### src/rtl/iq_pkg.sv
package iq_pkg;
    localparam logic [7:0] OFS_CMD  = 8'h18;
    localparam logic [7:0] OFS_STS  = 8'h1C;
    localparam logic [7:0] OFS_HEAD = 8'h80;
    localparam logic [7:0] OFS_TAIL = 8'h88;
    localparam logic [7:0] OFS_BASE = 8'h90;
    localparam logic [7:0] OFS_ICS  = 8'h98;

    localparam int EN_BIT  = 26;
    localparam int ERR_BIT = 1;
    localparam int STW_BIT = 5;
    localparam int SEL_BIT = 4;

    typedef enum logic [2:0] {
        KIND_CC, KIND_IOTLB, KIND_DEVTLB, KIND_IEC, KIND_WAIT, KIND_BAD
    } kind_e;

    typedef enum logic [2:0] {
        ST_OFF, ST_IDLE, ST_FETCH, ST_DECODE, ST_INVAL, ST_WRITE, ST_HALT
    } state_e;

    typedef struct packed {
        kind_e       kind;
        logic        wr_req;
        logic [31:0] wr_data;
        logic [63:0] wr_addr;
        logic        iec_sel;
        logic [15:0] iec_idx;
        logic [4:0]  iec_mask;
    } dinfo_t;
endpackage

### src/rtl/iq_decode.sv
module iq_decode
    import iq_pkg::*;
(
    input  logic [127:0] desc_i,
    output dinfo_t       info_o
);
    logic [63:0] lo;
    logic [63:0] hi;
    logic        unused_lo;

    assign lo        = desc_i[63:0];
    assign hi        = desc_i[127:64];
    assign unused_lo = ^lo[26:6];

    always_comb begin
        unique case (lo[3:0])
            4'd1:    info_o.kind = KIND_CC;
            4'd2:    info_o.kind = KIND_IOTLB;
            4'd3:    info_o.kind = KIND_DEVTLB;
            4'd4:    info_o.kind = KIND_IEC;
            4'd5:    info_o.kind = KIND_WAIT;
            default: info_o.kind = KIND_BAD;
        endcase
        info_o.wr_req   = lo[STW_BIT];
        info_o.wr_data  = lo[63:32];
        info_o.wr_addr  = hi;
        info_o.iec_sel  = lo[SEL_BIT];
        info_o.iec_idx  = lo[47:32];
        info_o.iec_mask = lo[31:27];
    end
endmodule

### src/rtl/iq_regfile.sv
module iq_regfile
    import iq_pkg::*;
#(
    parameter int IDX_W = 8
) (
    input  logic             clk,
    input  logic             rst_n,
    input  logic             we_i,
    input  logic [7:0]       addr_i,
    input  logic [63:0]      wdata_i,
    output logic [63:0]      rdata_o,
    input  logic [IDX_W-1:0] head_i,
    input  logic             active_i,
    input  logic             err_set_i,
    output logic [IDX_W-1:0] tail_o,
    output logic [63:0]      base_o,
    output logic             en_o
);
    logic [IDX_W-1:0] tail_q;
    logic [63:0]      base_q;
    logic             en_q;
    logic             err_q;
    logic             locked;
    logic             err_clr;

    assign locked  = en_q | active_i;
    assign err_clr = we_i && addr_i == OFS_ICS && wdata_i[ERR_BIT];

    always_ff @(posedge clk or negedge rst_n) begin
        if (!rst_n) begin
            tail_q <= '0;
            base_q <= '0;
            en_q   <= 1'b0;
            err_q  <= 1'b0;
        end else begin
            if (we_i && addr_i == OFS_TAIL) tail_q <= wdata_i[IDX_W+3:4];
            if (we_i && addr_i == OFS_BASE && !locked) base_q <= wdata_i;
            if (we_i && addr_i == OFS_CMD) en_q <= wdata_i[EN_BIT];
            if (err_set_i) err_q <= 1'b1;
            else if (err_clr) err_q <= 1'b0;
        end
    end

    always_comb begin
        rdata_o = '0;
        case (addr_i)
            OFS_HEAD: rdata_o = 64'({head_i, 4'b0000});
            OFS_TAIL: rdata_o = 64'({tail_q, 4'b0000});
            OFS_BASE: rdata_o = base_q;
            OFS_ICS:  rdata_o[ERR_BIT] = err_q;
            OFS_CMD:  rdata_o[EN_BIT] = en_q;
            OFS_STS:  rdata_o[EN_BIT] = active_i;
            default:  rdata_o = '0;
        endcase
    end

    assign tail_o = tail_q;
    assign base_o = base_q;
    assign en_o   = en_q;

    AST_BASE_LOCK: assert property (@(posedge clk) disable iff (!rst_n)
        (we_i && addr_i == OFS_BASE && locked) |=> $stable(base_q));
    AST_ERR_STICKY: assert property (@(posedge clk) disable iff (!rst_n)
        (err_q && !err_clr) |=> err_q);
    AST_ACTIVE_LAGS: assert property (@(posedge clk) disable iff (!rst_n)
        $rose(active_i) |-> $past(en_q));
endmodule

### src/rtl/iq_ctrl.sv
module iq_ctrl
    import iq_pkg::*;
#(
    parameter int IDX_W = 8
) (
    input  logic             clk,
    input  logic             rst_n,
    input  logic             en_i,
    input  logic [IDX_W-1:0] tail_i,
    input  logic [63:0]      base_i,
    output logic [IDX_W-1:0] head_o,
    output logic             active_o,
    output logic             err_set_o,
    output logic             mrd_req,
    output logic [63:0]      mrd_addr,
    input  logic             mrd_rvalid,
    input  logic [127:0]     mrd_rdata,
    output logic             mwr_req,
    output logic [63:0]      mwr_addr,
    output logic [31:0]      mwr_data,
    input  logic             mwr_ack,
    output logic [3:0]       inv_strobe,
    input  logic             inv_ack,
    output logic             iec_selective,
    output logic [15:0]      iec_index,
    output logic [4:0]       iec_mask
);
    state_e           state_q, state_d;
    logic [IDX_W-1:0] head_q;
    logic [127:0]     desc_q;
    dinfo_t           info;
    logic             advance;
    logic             go_off;

    iq_decode u_decode (.desc_i(desc_q), .info_o(info));

    always_comb begin
        state_d = state_q;
        advance = 1'b0;
        unique case (state_q)
            ST_OFF:    if (en_i) state_d = ST_IDLE;
            ST_IDLE:   if (!en_i) state_d = ST_OFF;
                       else if (head_q != tail_i) state_d = ST_FETCH;
            ST_FETCH:  if (mrd_rvalid) state_d = ST_DECODE;
            ST_DECODE: begin
                unique case (info.kind)
                    KIND_CC, KIND_IOTLB, KIND_DEVTLB, KIND_IEC: state_d = ST_INVAL;
                    KIND_WAIT: begin
                        if (info.wr_req) state_d = ST_WRITE;
                        else begin
                            state_d = ST_IDLE;
                            advance = 1'b1;
                        end
                    end
                    default: state_d = ST_HALT;
                endcase
            end
            ST_INVAL:  if (inv_ack) begin
                           state_d = ST_IDLE;
                           advance = 1'b1;
                       end
            ST_WRITE:  if (mwr_ack) begin
                           state_d = ST_IDLE;
                           advance = 1'b1;
                       end
            ST_HALT:   if (!en_i) state_d = ST_OFF;
            default:   state_d = ST_OFF;
        endcase
    end

    assign go_off = (state_q == ST_IDLE || state_q == ST_HALT) && !en_i;

    always_ff @(posedge clk or negedge rst_n) begin
        if (!rst_n) begin
            state_q <= ST_OFF;
            head_q  <= '0;
            desc_q  <= '0;
        end else begin
            state_q <= state_d;
            if (go_off) head_q <= '0;
            else if (advance) head_q <= head_q + 1'b1;
            if (state_q == ST_FETCH && mrd_rvalid) desc_q <= mrd_rdata;
        end
    end

    always_comb begin
        mrd_req       = state_q == ST_FETCH;
        mrd_addr      = base_i + 64'({head_q, 4'b0000});
        mwr_req       = state_q == ST_WRITE;
        mwr_addr      = info.wr_addr;
        mwr_data      = info.wr_data;
        inv_strobe    = (state_q == ST_INVAL) ? 4'(4'b0001 << info.kind) : 4'b0000;
        iec_selective = info.iec_sel;
        iec_index     = info.iec_idx;
        iec_mask      = info.iec_mask;
        err_set_o     = state_q == ST_DECODE && info.kind == KIND_BAD;
        active_o      = state_q != ST_OFF;
    end

    assign head_o = head_q;

    AST_ONE_STROBE: assert property (@(posedge clk) disable iff (!rst_n)
        $onehot0(inv_strobe));
    AST_STROBE_HOLD: assert property (@(posedge clk) disable iff (!rst_n)
        (inv_strobe != 4'b0000 && !inv_ack) |=> $stable(inv_strobe));
    AST_WRITE_ALONE: assert property (@(posedge clk) disable iff (!rst_n)
        mwr_req |-> (inv_strobe == 4'b0000 && !mrd_req));
    AST_FETCH_NONEMPTY: assert property (@(posedge clk) disable iff (!rst_n)
        $rose(mrd_req) |-> $past(head_q != tail_i));
    AST_HEAD_STEP: assert property (@(posedge clk) disable iff (!rst_n)
        (head_q != $past(head_q)) |-> (head_q == IDX_W'($past(head_q) + 1'b1) || head_q == '0));
    AST_HALT_HOLDS: assert property (@(posedge clk) disable iff (!rst_n)
        (state_q == ST_HALT && en_i) |=> $stable(head_q));
endmodule

### src/rtl/iq_engine.sv
module iq_engine
    import iq_pkg::*;
#(
    parameter int IDX_W = 8
) (
    input  logic          clk,
    input  logic          rst_n,
    input  logic          reg_we,
    input  logic [7:0]    reg_addr,
    input  logic [63:0]   reg_wdata,
    output logic [63:0]   reg_rdata,
    output logic          mrd_req,
    output logic [63:0]   mrd_addr,
    input  logic          mrd_rvalid,
    input  logic [127:0]  mrd_rdata,
    output logic          mwr_req,
    output logic [63:0]   mwr_addr,
    output logic [31:0]   mwr_data,
    input  logic          mwr_ack,
    output logic [3:0]    inv_strobe,
    input  logic          inv_ack,
    output logic          iec_selective,
    output logic [15:0]   iec_index,
    output logic [4:0]    iec_mask
);
    logic [IDX_W-1:0] head;
    logic [IDX_W-1:0] tail;
    logic [63:0]      base;
    logic             en;
    logic             active;
    logic             err_set;

    iq_regfile #(.IDX_W(IDX_W)) u_regs (
        .clk(clk), .rst_n(rst_n), .we_i(reg_we), .addr_i(reg_addr),
        .wdata_i(reg_wdata), .rdata_o(reg_rdata), .head_i(head),
        .active_i(active), .err_set_i(err_set), .tail_o(tail),
        .base_o(base), .en_o(en)
    );

    iq_ctrl #(.IDX_W(IDX_W)) u_ctrl (
        .clk(clk), .rst_n(rst_n), .en_i(en), .tail_i(tail), .base_i(base),
        .head_o(head), .active_o(active), .err_set_o(err_set),
        .mrd_req(mrd_req), .mrd_addr(mrd_addr), .mrd_rvalid(mrd_rvalid),
        .mrd_rdata(mrd_rdata), .mwr_req(mwr_req), .mwr_addr(mwr_addr),
        .mwr_data(mwr_data), .mwr_ack(mwr_ack), .inv_strobe(inv_strobe),
        .inv_ack(inv_ack), .iec_selective(iec_selective),
        .iec_index(iec_index), .iec_mask(iec_mask)
    );
endmodule

### config.mk
export PLATFORM = sky130hd
export DESIGN_NAME = iq_engine
export DESIGN_NICKNAME = d
export VERILOG_FILES = /design/src/rtl/iq_pkg.sv /design/src/rtl/iq_decode.sv /design/src/rtl/iq_regfile.sv /design/src/rtl/iq_ctrl.sv /design/src/rtl/iq_engine.sv
export SDC_FILE = /design/constraint.sdc
export NUM_CORES = 1
export LEC_CHECK = 0
export BUFFER_PORTS_ARGS = -buffer_cell sky130_fd_sc_hd__buf_2
export CAP_MARGIN = 20
export CORE_AREA = 2 2 178 180
export CTS_BUF_LIST = sky130_fd_sc_hd__clkbuf_4
export DETAILED_ROUTE_END_ITERATION = 8
export DIE_AREA = 0 0 180 182
export PLACE_DENSITY = 0.67
export SLEW_MARGIN = 25
export SYNTH_ARGS = -nofsm -noshare
export SYNTH_HDL_FRONTEND = slang
export SYNTH_HIERARCHICAL = 1
export SYNTH_SLANG_ARGS = --single-unit
export TNS_END_PERCENT = 30
### constraint.sdc
create_clock -name clk -period 4.79 [get_ports clk]
set_input_delay 0.479 -clock clk [delete_from_list [all_inputs] [get_ports clk]]
set_output_delay 0.479 -clock clk [all_outputs]
set_load 0.1 [all_outputs]
Yosys cells after proc, flatten, opt, wreduce, memory -nomap -nowiden --
Cells that the tools add are included.
Storage, ports and cells: register bits 213, input port bits 206, output and inout bits 252
Cells by class: add/subtract/negate cells 2, eq/ne operators 29, shift operators 1, muxes and demuxes 26, bitwise operators 1, reductions and logical operators 19
Operator list (number):
- case mux 24 bit (3 select lines) | 1
- adder 64 x 12 -> 64 bit | 1
- two-way mux 37 bit | 1
- == test 8 bit, second input constant | 4
- two-way mux 3 bit | 8
- case mux 3 bit (7 select lines) | 1
- == test 8 x 5 -> 1 bit, second input constant | 2
- two-way mux 8 bit | 2
- == test 3 bit, second input constant | 5
- case mux 3 bit (5 select lines) | 1
- == test 3 x 2 -> 1 bit, second input constant | 4
- logical AND 1 bit | 9
- adder 8 x 1 -> 8 bit, second input constant | 1
- == test 4 x 2 -> 1 bit, second input constant | 2
- == test 4 x 3 -> 1 bit, second input constant | 2
- != test 8 bit | 1
- two-way mux 1 bit | 7
- == test 3 x 1 -> 1 bit, second input constant | 2
- zero test 3 bit | 2
- != test 2 bit, second input constant | 3
- case mux 1 bit (3 select lines) | 2
- case mux 3 bit (2 select lines) | 1
- AND reduction 6 bit | 1
- == test 4 x 1 -> 1 bit, second input constant | 1
- other kinds (11) | 14

Depth between registers and ports, before layout --
Gate-level depths: netlist of run 1.
depth in word-level cells 7, mapped depth 10, depth with buffers taken out 8

Modules after synthesis --
Netlist of run 1, hierarchy kept.
Modules (own cells, without submodules):
- iq_ctrl | times used 1, cells each 600, area an instance 7250.7 um^2
- iq_regfile | times used 1, cells each 258, area an instance 3523.4 um^2
- iq_decode | times used 1, cells each 127, area an instance 943.4 um^2

Least setup slack after synthesis of run 1 --
OpenSTA, ideal clock, no wires.
path kind register to output, start register u_ctrl.desc_q[1], end output inv_strobe[1], arrival 4028 ps, required time 4311 ps, path slack 283 ps, cell stages (with the launch flop) 4, buffers on the path 0, cell sequence dfrtp_1 -> or4b_1 -> a21boi_0 -> nor4_1
RTL lines:
- start: declaration | RTL line iq_ctrl.sv:30 | logic [127:0] desc_q;
- start signal: assignment | RTL line iq_ctrl.sv:82 | if (state_q == ST_FETCH && mrd_rvalid) desc_q <= mrd_rdata;
- end: declaration | RTL line iq_engine.sv:20 | output logic [3:0] inv_strobe,

Final worst setup path of run 1 --
start register u_ctrl.head_q[0], in the netlist u_ctrl/head_o[0], end output mrd_addr[54]
On the way: cells in the longest elaborated chain, start to end 1
RTL lines:
- start: declaration | RTL line iq_ctrl.sv:29 | logic [IDX_W-1:0] head_q;
- start signal: assignment | RTL line iq_ctrl.sv:81 | else if (advance) head_q <= head_q + 1'b1;
- adder 64 x 12 -> 64 bit | RTL line iq_ctrl.sv:88 | mrd_addr = base_i + 64'({head_q, 4'b0000});
- end: declaration | RTL line iq_engine.sv:13 | output logic [63:0] mrd_addr,
Every way passes these cells.

==> key figures, run 1 <==
Global routing
  • Largest net degree at the start of global routing: roughly 100
  • Initial antenna violation count: 2
  • Grt ovf: 0
  • Tot GR Track Use: 19.4%
  • First-pass GRT wire length: 50.4 mm
  • Vias in the first global route: 9478

Floorplanning
  • FP Rows: 65
  • Core Area: 31000 sq um
  • Die Area: 32800 sq um
  • Ports: around 460
  • Die Y: between 150 and 200 um
  • Initial Utilization: 35.3%
  • Die width: 180 um

Route
  • WL per Instance: 17.8 um
  • Drt initial violations: slightly above 500
  • Post-Route WL: 32.2 mm
  • Vias: 8929
  • Antenna-violating nets left: 0
  • Pre-antenna DRT Iters: 5
  • Vias per cell: 4.93
  • Drt drc: 0

Critical path
  • Length in cells of the worst reg-to-reg path: 5
  • Launching point of the worst reg2reg path: u_ctrl/state_q[0]
  • Critical Path AT: 3.90 ns
  • Worst Path Required: about 4.3 ns
  • WS Path Type: flip-flop to primary output
  • Worst-path maximum fanout: 8
  • Startpoint Class: flip-flop
  • R2R Path End: u_ctrl/desc_q[105]
  • Crit. End Element: primary output
  • Setup slack, reg-to-reg: approximately 2.1 ns

Timing
  • Slew Limit Fails: 0
  • Worst-Margin Slew: roughly 1.0 ns
  • RSZ-0062 raised after global routing: no
  • Rel. slew slack: 32.0%
  • Fin crit share: 91.3%
  • Setup Skew: 0.0320 ns
  • Fmax: roughly 230 MHz
  • Setup Viol. Count Final: 0
  • Min cycle time layout: 4.37 ns
  • Final hold vios: 0
  • Setup TNS Final: 0 ns

Placement
  • Dpl hpwl: 22.2 mm
  • Final GP Congestion: 0.806
  • I/O Buffers: 436
  • Cell Area, Placed: about 13000 sq um

Final layout
  • Area Growth Syn to Fin: 31.2%
  • Layout cell share with drive strength beyond 1: 48.4%
  • Nets: 1611
  • Multi-input combinational cell area: 4910 sq um
  • Reg area: 4800 sq um
  • Design Area, Final: 14400 sq um
  • Fillers: 2814

Logic synthesis
  • Mean area per synthesized cell: 11.6 sq um
  • Syn Nets: around 1200
  • Yosys warns: 6
  • Synth Instances: approximately 940
  • Synth Cell Area: 11000 sq um

Clock network
  • Clock transition at the registers of the reported paths: 0.18 ns
  • Clock tree from TritonCTS: built
  • CTS buffer count: 17
  • CTS Root Cell: clkbuf_4
  • # resized after CTS: 0
  • Clock Sink Count: 192
  • Clock latency on the worst-skew pair: 0.63 ns
  • H-Tree Level Count: 4
  • Max clock buf depth: 2

Pwr
  • Net Sw Power: just under 6000 uW
  • Net switching fraction of the power: 62.6%
  • Logic pwr share: a little over three fifths
  • Maximum VDD drop: between 0.9 and 1 mV
  • Int Power: around 3500 uW
  • Power per cell area: 645 nW/um^2
  • Seq pwr share: 26.9%
  • Static leakage: around 0.0073 uW
  • Total power: 9270 uW
  • Clk network pwr share: approximately a tenth

Worst hold path
  • Worst Hold Class: primary input to flip-flop
  • Hold Crit Endpoint: u_regs/base_o[16]
  • HP Start: reg_wdata[16]
  • WHS Path Cells: 2

Flow run
  • Max Cap Violations: 0

Status
  • Status: complete, no violations
how the worst max path moves through the flow:
stage | startpoint | cells past startpoint | slack, ns | to
floorplan | u_ctrl/desc_q[1] | 3 | 0.28 | inv_strobe[1]
global placement | u_ctrl/head_o[0] | 9 | 1.17 | mrd_addr[54]
detailed placement | u_ctrl/head_o[0] | 9 | 1.15 | mrd_addr[54]
CTS | u_ctrl/head_o[0] | 9 | 0.33 | mrd_addr[54]
global route | u_ctrl/head_o[0] | 9 | 0.12 | mrd_addr[54]
finish | u_ctrl/head_o[0] | 9 | 0.42 | mrd_addr[54]
flip-flops by register name, indices dropped and copies added, names as in the netlist:
name / flops
u_ctrl/head_o: 8
u_regs/en_o: 1
u_ctrl/state_q: 3
u_regs/tail_o: 8
u_regs/base_o: 64
u_ctrl/desc_q: 107
u_regs/err_q: 1
layout make-up:
cell class / instances / area share (%)
Clock buffer: 18 / 0.940
Clock inverter: 14 / 1.05
Tap cell: 402 / 3.50
Sequential cell: 192 / 33.4
Timing Repair Buffer: 600 / 26.6
Multi-Input combinational cell: 573 / 34.2
Antenna cell: 2 / 0.0348
Inverter: 11 / 0.287
worst max-delay path: stages, from the launching register on:
cell,delay [ns]
dfrtp_1,0.50
ha_1,0.22
inv_1,0.06
fa_1,0.40
nor2b_1,0.16
o31ai_1,0.16
a21oi_1,0.82
nand4_1,0.25
xnor2_1,0.24
buf_2,0.46
routing by layer:
metal / global-route usage, % / vias to the layer above / part of all wire (%)
met5: 0 / - / 0
met4: 8.49 / 0 / 3.1
met3: 4.71 / 67 / 6.6
met2: 34.0 / 383 / 50
met1: 22.6 / 4375 / 40
li1: - / 4104 / -
repair_timing:
action | in CTS | in global routing
buffers inserted | 0 | 0
hold endpoints to repair | 247 | 0
hold buffers | 154 | 0
cells in the final DEF, fill, tap and decap left out, drive strengths merged, types with 8 or more instances in the layout:
| master | instances |
|---|---|
| nor4 | 13 |
| a2111oi | 13 |
| a211oi | 9 |
| dlygate4sd3 | 154 |
| inv | 17 |
| nand3 | 28 |
| xnor2 | 17 |
| nand4 | 21 |
| nor2 | 30 |
| buf | 445 |
| clkbuf | 19 |
| a32oi | 9 |
| mux2 | 189 |
| and2 | 58 |
| nand2 | 32 |
| ha | 9 |
| dfrtp | 192 |
| nor3 | 14 |
| xor2 | 55 |
| a21oi | 9 |
| and3 | 8 |
metrics by stage:
step / instances / util [%] / worst slack (ns) / hold slack, ns
detailed placement: 1624 / 40.5 / 1.15 / 0.490
finish: 1812 / 46.4 / 0.415 / 0.0959
global route: 1812 / 46.4 / 0.121 / 0.0120
global placement: 1624 / 40.5 / 1.17 / 0.467
CTS: 1810 / 46.4 / 0.329 / 0.00208
floorplan: 942 / - / 0.283 / 0.183
power by group through the flow:
stage	Sequential (uW)	Clock [uW]	Combinational (uW)
global placement	2470	0	5710
detailed placement	2500	0	5740
global route	2560	1030	6000
CTS	2480	974	5840
finish	2490	922	5850
floorplan	2390	0	5710
Power figures use the tool's default switching activity.
==> run 2: changes to the inputs <==
Settings changed: CORE_AREA 2 2 178 180 to 2 2 180 182, DIE_AREA 0 0 180 182 to 0 0 182 184, PLACE_DENSITY 0.67 to 0.66.
==> run 2 against run 1 <==
Against the previous run:
- register-to-register slack got worse by 0.19 ns
- global-route usage decreased by 0.59 points
- via count decreased by 4.7%
- flip-flop and latch count unchanged
- critical path type unchanged
- largest cell class unchanged
==> key figures, run 2 (same netlist as run 1, synthesis figures left out) <==
Clock network
  • CTS buffer count: 17
  • Clock Sink Count: ~190
  • H-Tree Level Count: 4
  • CTS Root Cell: clkbuf_4
  • # resized after CTS: 0
  • Postcts setup bufs: 0
  • Clock tree from TritonCTS: built
  • Cts hold-fix bufs: 93
  • Clock latency on the worst-skew pair: 0.62 ns
  • Clock transition at the registers of the reported paths: approximately 0.17 ns
  • Max clock buf depth: 2

Route
  • Vias: between 8000 and 9000
  • Drt drc: 0
  • Post-Route WL: 31.7 mm
  • Pre-antenna DRT Iters: 4
  • WL per Instance: approximately 18 um
  • Vias per cell: 4.87
  • Drt initial violations: 419
  • Antenna-violating nets left: 0

Critical path
  • R2R Path End: u_regs/base_o[32]
  • Crit. End Element: primary output
  • WS Path Type: flip-flop to primary output
  • Setup slack, reg-to-reg: between 1.5 and 2 ns
  • Startpoint Class: flip-flop
  • Launching point of the worst reg2reg path: u_ctrl/state_q[0]
  • Highest-delay cell along the critical path: a21o_1
  • Worst-path maximum fanout: 18
  • Worst Path Required: 4.31 ns
  • Critical Path AT: 3.79 ns
  • Critical Path Max Stage Delay: around 0.73 ns
  • Length in cells of the worst reg-to-reg path: 6
  • Crit path cell chain: ha_1, inv_1, fa_1, nor2b_1, o31ai_1, a21o_1, nor3_1, xor2_1, buf_2

Timing
  • Slew Limit Fails: 0
  • Fin crit share: 89.1%
  • Rel. slew slack: 37.5%
  • RSZ-0062 raised after global routing: no
  • Worst-Margin Slew: approximately 0.94 ns
  • Setup TNS Final: 0 ns
  • Setup Skew: 0.0234 ns
  • Setup Viol. Count Final: 0
  • Fmax: about 230 MHz
  • Min cycle time layout: 4.27 ns
  • Final hold vios: 0

Floorplanning
  • Initial Utilization: 34.9%
  • FP Rows: 65
  • Ports: roughly 460
  • Die Area: 33500 sq um
  • Core Area: 31400 sq um
  • Die width: 182 um
  • Die Y: 184 um

Pwr
  • Seq pwr share: between 20% and 30%
  • Net switching fraction of the power: 62.4%
  • Int Power: around 3500 uW
  • Static leakage: 0.00708 uW
  • Net Sw Power: roughly 5800 uW
  • Power per cell area: 672 nW/um^2
  • Total power: roughly 9000 uW
  • Maximum VDD drop: 0.902 mV
  • Logic pwr share: a little over three fifths
  • Clk network pwr share: between 10% and 20%

Placement
  • Final GP Congestion: between 0.8 and 0.9
  • Dpl hpwl: 23.4 mm
  • I/O Buffers: 436

Global routing
  • Initial antenna violation count: 1
  • Largest net degree at the start of global routing: 123
  • Vias in the first global route: 8711
  • Grt ovf: 0
  • Tot GR Track Use: 18.8%
  • First-pass GRT wire length: 48.8 mm

Final layout
  • Layout cell share with drive strength beyond 1: 50.6%
  • Largest register FFs: 107
  • Fillers: 2994
  • Reg area: 4800 sq um
  • Most common cell after layout, fill and taps aside: buf_2
  • Multi-input combinational cell area: around 5000 sq um
  • Largest register by flop count: u_ctrl/desc_q
  • Most frequent cells in the layout: buf_2, dfrtp_1, mux2_2
  • Area Growth Syn to Fin: 25.8%
  • Nets: approximately 1500

Worst hold path
  • Hold Crit Endpoint: u_regs/base_o[51]
  • WHS Path Cells: 2
  • Worst Hold Class: primary input to flip-flop
  • HP Start: reg_wdata[51]

Flow run
  • Max Cap Violations: 0

Status
  • Status: complete, no violations
run 2: per-stage QoR:
stage	instance area (sq um)	hold WS [ns]	setup WS [ns]	utilization (%)	std cells
finish	13800	0.0889	0.521	43.9	1748
global route	13800	0.00624	0.254	43.9	1748
CTS	13800	0.000405	0.501	43.9	1747
detailed placement	12500	0.474	1.26	39.9	1622
global placement	12500	0.473	1.28	39.9	1622
floorplan	11000	0.183	0.283	-	942
run 2: routing by layer:
metal | vias up | GRT usage (%) | share of wire (%)
li1 | 3983 | - | -
met1 | 4162 | 22.0 | 40
met2 | 321 | 33.8 | 52
met3 | 39 | 4.58 | 6.4
met4 | 0 | 6.48 | 2.1
met5 | - | 0 | 0
run 2: power by group through the flow:
| stage | registers, uW | logic [uW] | clock network, uW |
|---|---|---|---|
| 2_1_floorplan | 2390 | 5710 | 0 |
| 5_1_grt | 2550 | 5990 | 1070 |
| 3_5_place_dp | 2500 | 5790 | 0 |
| 4_1_cts | 2470 | 5850 | 1010 |
| 6_report | 2470 | 5830 | 966 |
| 3_3_place_gp | 2480 | 5760 | 0 |
run 2: cell type report:
| type | instances | area share (%) |
|---|---|---|
| multi-input combinational | 573 | 35.8 |
| antenna | 1 | 0.0182 |
| sequential | 192 | 34.9 |
| clock inverter | 14 | 1.25 |
| inverter | 11 | 0.300 |
| timing repair buffer | 537 | 23.2 |
| clock buffer | 18 | 0.981 |
| tap | 402 | 3.65 |
run 2: worst max path at each step:
stage	cells after the start	end	from	slack [ns]
after floorplan	3	inv_strobe[1]	u_ctrl/desc_q[1]	0.28
after global placement	9	mrd_addr[60]	u_ctrl/head_o[0]	1.28
after detailed placement	9	mrd_addr[60]	u_ctrl/head_o[0]	1.26
after CTS	9	mrd_addr[60]	u_ctrl/head_o[0]	0.50
after global routing	7	mrd_addr[41]	u_ctrl/head_o[3]	0.25
final	9	mrd_addr[60]	u_ctrl/head_o[0]	0.52
run 2: critical path: cells and delay by family (launching register included):
family                   cells  cell delay (ns)
XOR/XNOR                     1             0.22
adder cells (fa/ha/maj)      2             0.46
flip-flops                   1             0.49
AO/OA/AOI/OAI                2             1.20
AND/OR/NAND/NOR              2             0.24
buffers and inverters        2             0.53
==> run 3: changes to the inputs <==
Settings changed: CORE_AREA 2 2 180 182 to 4 4 177 179, DIE_AREA 0 0 182 184 to 0 0 181 183, PLACE_DENSITY 0.66 to unset, PLACE_DENSITY_LB_ADDON set to 0.1.
==> run 3 against run 2 <==
Against the previous run:
- sequential share of layout area grew 2.4 points
- power down 0.96%
- utilization decreased by 0.31 points
- flip-flop and latch count unchanged
- wire length up 2.1%
- critical path depth unchanged
- sequential power hardly changed
- via count shrank 5.1%
- global-route usage rose by 0.21 points
- fmax shrank 2.6%
- critical path type unchanged
- critical endpoint is now mrd_addr[54]
- largest power group unchanged
- highest routed layer is now met5
==> key figures, run 3 (same netlist as run 1, synthesis figures left out) <==
Clock network
  • H-Tree Level Count: 4
  • # resized after CTS: 0
  • Clock latency on the worst-skew pair: approximately 0.6 ns
  • Max clock buf depth: 2
  • CTS buffer count: 17
  • Clock transition at the registers of the reported paths: 0.17 ns
  • Clock Sink Count: roughly 190
  • CTS Root Cell: clkbuf_4
  • Clock tree from TritonCTS: built

Timing
  • Setup Viol. Count Final: 0
  • Final WS setup: 0.408 ns
  • Setup TNS Final: 0 ns
  • RSZ-0062 raised after global routing: no
  • Final hold vios: 0
  • Setup Skew: ~0.029 ns
  • Rel. slew slack: 32.4%
  • Fin crit share: 91.5%
  • Worst-Margin Slew: 1.01 ns
  • Fmax: 228 MHz
  • Slew Limit Fails: 0
  • Min cycle time layout: 4.38 ns

Floorplanning
  • Die width: 181 um
  • Core Area: 29600 sq um
  • Die Area: between 30000 and 40000 sq um
  • Die Y: 183 um
  • Ports: 458
  • Initial Utilization: 37.0%
  • FP Rows: 63

Status
  • Status: complete, no violations

Route
  • Post-Route WL: 32.4 mm
  • Antenna-violating nets left: 0
  • Vias: 8074
  • Max layer used: met5
  • Vias per cell: 4.88
  • WL met2: around 16 mm
  • Met3 routed WL: 2.67 mm
  • Drt drc: 0
  • Pre-antenna DRT Iters: 4
  • DRT met1 WL: about 13 mm
  • WL per Instance: between 15 and 20 um
  • Drt initial violations: 291

Final layout
  • Most frequent cells in the layout: buf_2, dfrtp_1, mux2_2
  • Nets: 1460
  • Non-Filler Instances: 1654
  • Largest register FFs: about 110
  • Most common cell after layout, fill and taps aside: buf_2
  • Layout cell share with drive strength beyond 1: 54.5%
  • Reg area: 4800 sq um
  • Design Area, Final: 12900 sq um
  • Multi-input combinational cell area: 4920 sq um
  • Largest register by flop count: u_ctrl/desc_q
  • Final core utilization: 43.6%
  • Area Growth Syn to Fin: 17.7%
  • Fillers: around 3000

Global routing
  • Grt ovf: 0
  • Largest net degree at the start of global routing: 99
  • Initial antenna violation count: 11
  • Tot GR Track Use: 19.0%
  • First-pass GRT wire length: between 40 and 50 mm
  • Vias in the first global route: around 8300

Critical path
  • Critical Path AT: 3.90 ns
  • Crit path cell chain: ha_1, inv_1, fa_1, nor2b_1, o31ai_1, a21oi_1, nand4_1, xnor2_1, buf_2
  • Critical path buffers and inverters: 2
  • Crit. End Element: primary output
  • Worst Path Required: between 4 and 5 ns
  • Setup slack, reg-to-reg: ~2 ns
  • Launching point of the worst reg2reg path: u_ctrl/state_q[0]
  • Highest-delay cell along the critical path: a21oi_1
  • Length in cells of the worst reg-to-reg path: 6
  • Crit path max-delay family: compound AO/OA/AOI/OAI gates
  • Worst-path maximum fanout: 8
  • R2R Path End: u_regs/base_o[16]
  • Critical Path Max Stage Delay: roughly 0.81 ns
  • Crit path depth: 9
  • Startpoint Class: flip-flop
  • WS Path Type: flip-flop to primary output

Worst hold path
  • Worst Hold Class: primary input to flip-flop
  • HP Start: mrd_rdata[96]
  • Hold Crit Endpoint: u_ctrl/desc_q[96]
  • WHS Path Cells: 2

Flow run
  • Max Cap Violations: 0

Placement
  • Dpl hpwl: 25.0 mm
  • I/O Buffers: 436
  • Placed Cells: 1614
  • Final GP Congestion: 0.804
  • Cell Area, Placed: 12500 sq um
  • Place WS: 1.13 ns

Pwr
  • Static leakage: roughly 0.0067 uW
  • Maximum VDD drop: 0.861 mV
  • Power per cell area: between 700 and 800 nW/um^2
[run 3: cell count changes in the layout (fill, tap and decap cells not counted), sizes merged]
cell         delta
clkbuf          -1
dlygate4sd3    -92
clkinvlp        +3
clkinv          -3
buf             +4
diode           +7
inv             -1
bufinv          +1
[run 3: power breakdown]
group          switching (uW)  total [uW]  internal [uW]
registers                 331        2460           2130
clock network             602         972            369
logic                    4770        5750            974
[run 3: cell type report]
type / instances / share of cell area (%)
Multi-Input combinational cell: 573 / 38.2
Sequential cell: 192 / 37.3
Timing Repair Buffer: 449 / 17.9
Tap cell: 390 / 3.79
Clock inverter: 14 / 1.40
Clock buffer: 17 / 0.990
Inverter: 11 / 0.320
Antenna cell: 8 / 0.155
[run 3: routing by layer]
metal  global-route usage [%]  vias up
li1                         -     3801
met1                     22.9     3929
met2                     32.3      295
met3                     6.92       39
met4                     5.52       10
met5                        0        -
[run 3: timing repair]
item	CTS	global route
hold buffers	1	0
endpoints found under the hold margin	93	0
buffers inserted	0	0
[run 3: how the worst max path moves through the flow]
stage | start | end
5_1_grt | u_ctrl/head_o[0] | mrd_addr[54]
3_5_place_dp | u_ctrl/head_o[0] | mrd_addr[54]
4_1_cts | u_ctrl/head_o[0] | mrd_addr[54]
6_report | u_ctrl/head_o[0] | mrd_addr[54]
3_3_place_gp | u_ctrl/head_o[3] | mrd_addr[53]
2_1_floorplan | u_ctrl/desc_q[1] | inv_strobe[1]
[run 3: through the flow]
stage / total power (uW) / hold slack [ns]
6_report: 9180 / 0.0959
2_1_floorplan: 8100 / 0.183
3_5_place_dp: 8280 / 0.478
3_3_place_gp: 8250 / 0.470
4_1_cts: 9280 / 0.0221
5_1_grt: 9560 / 0.0101
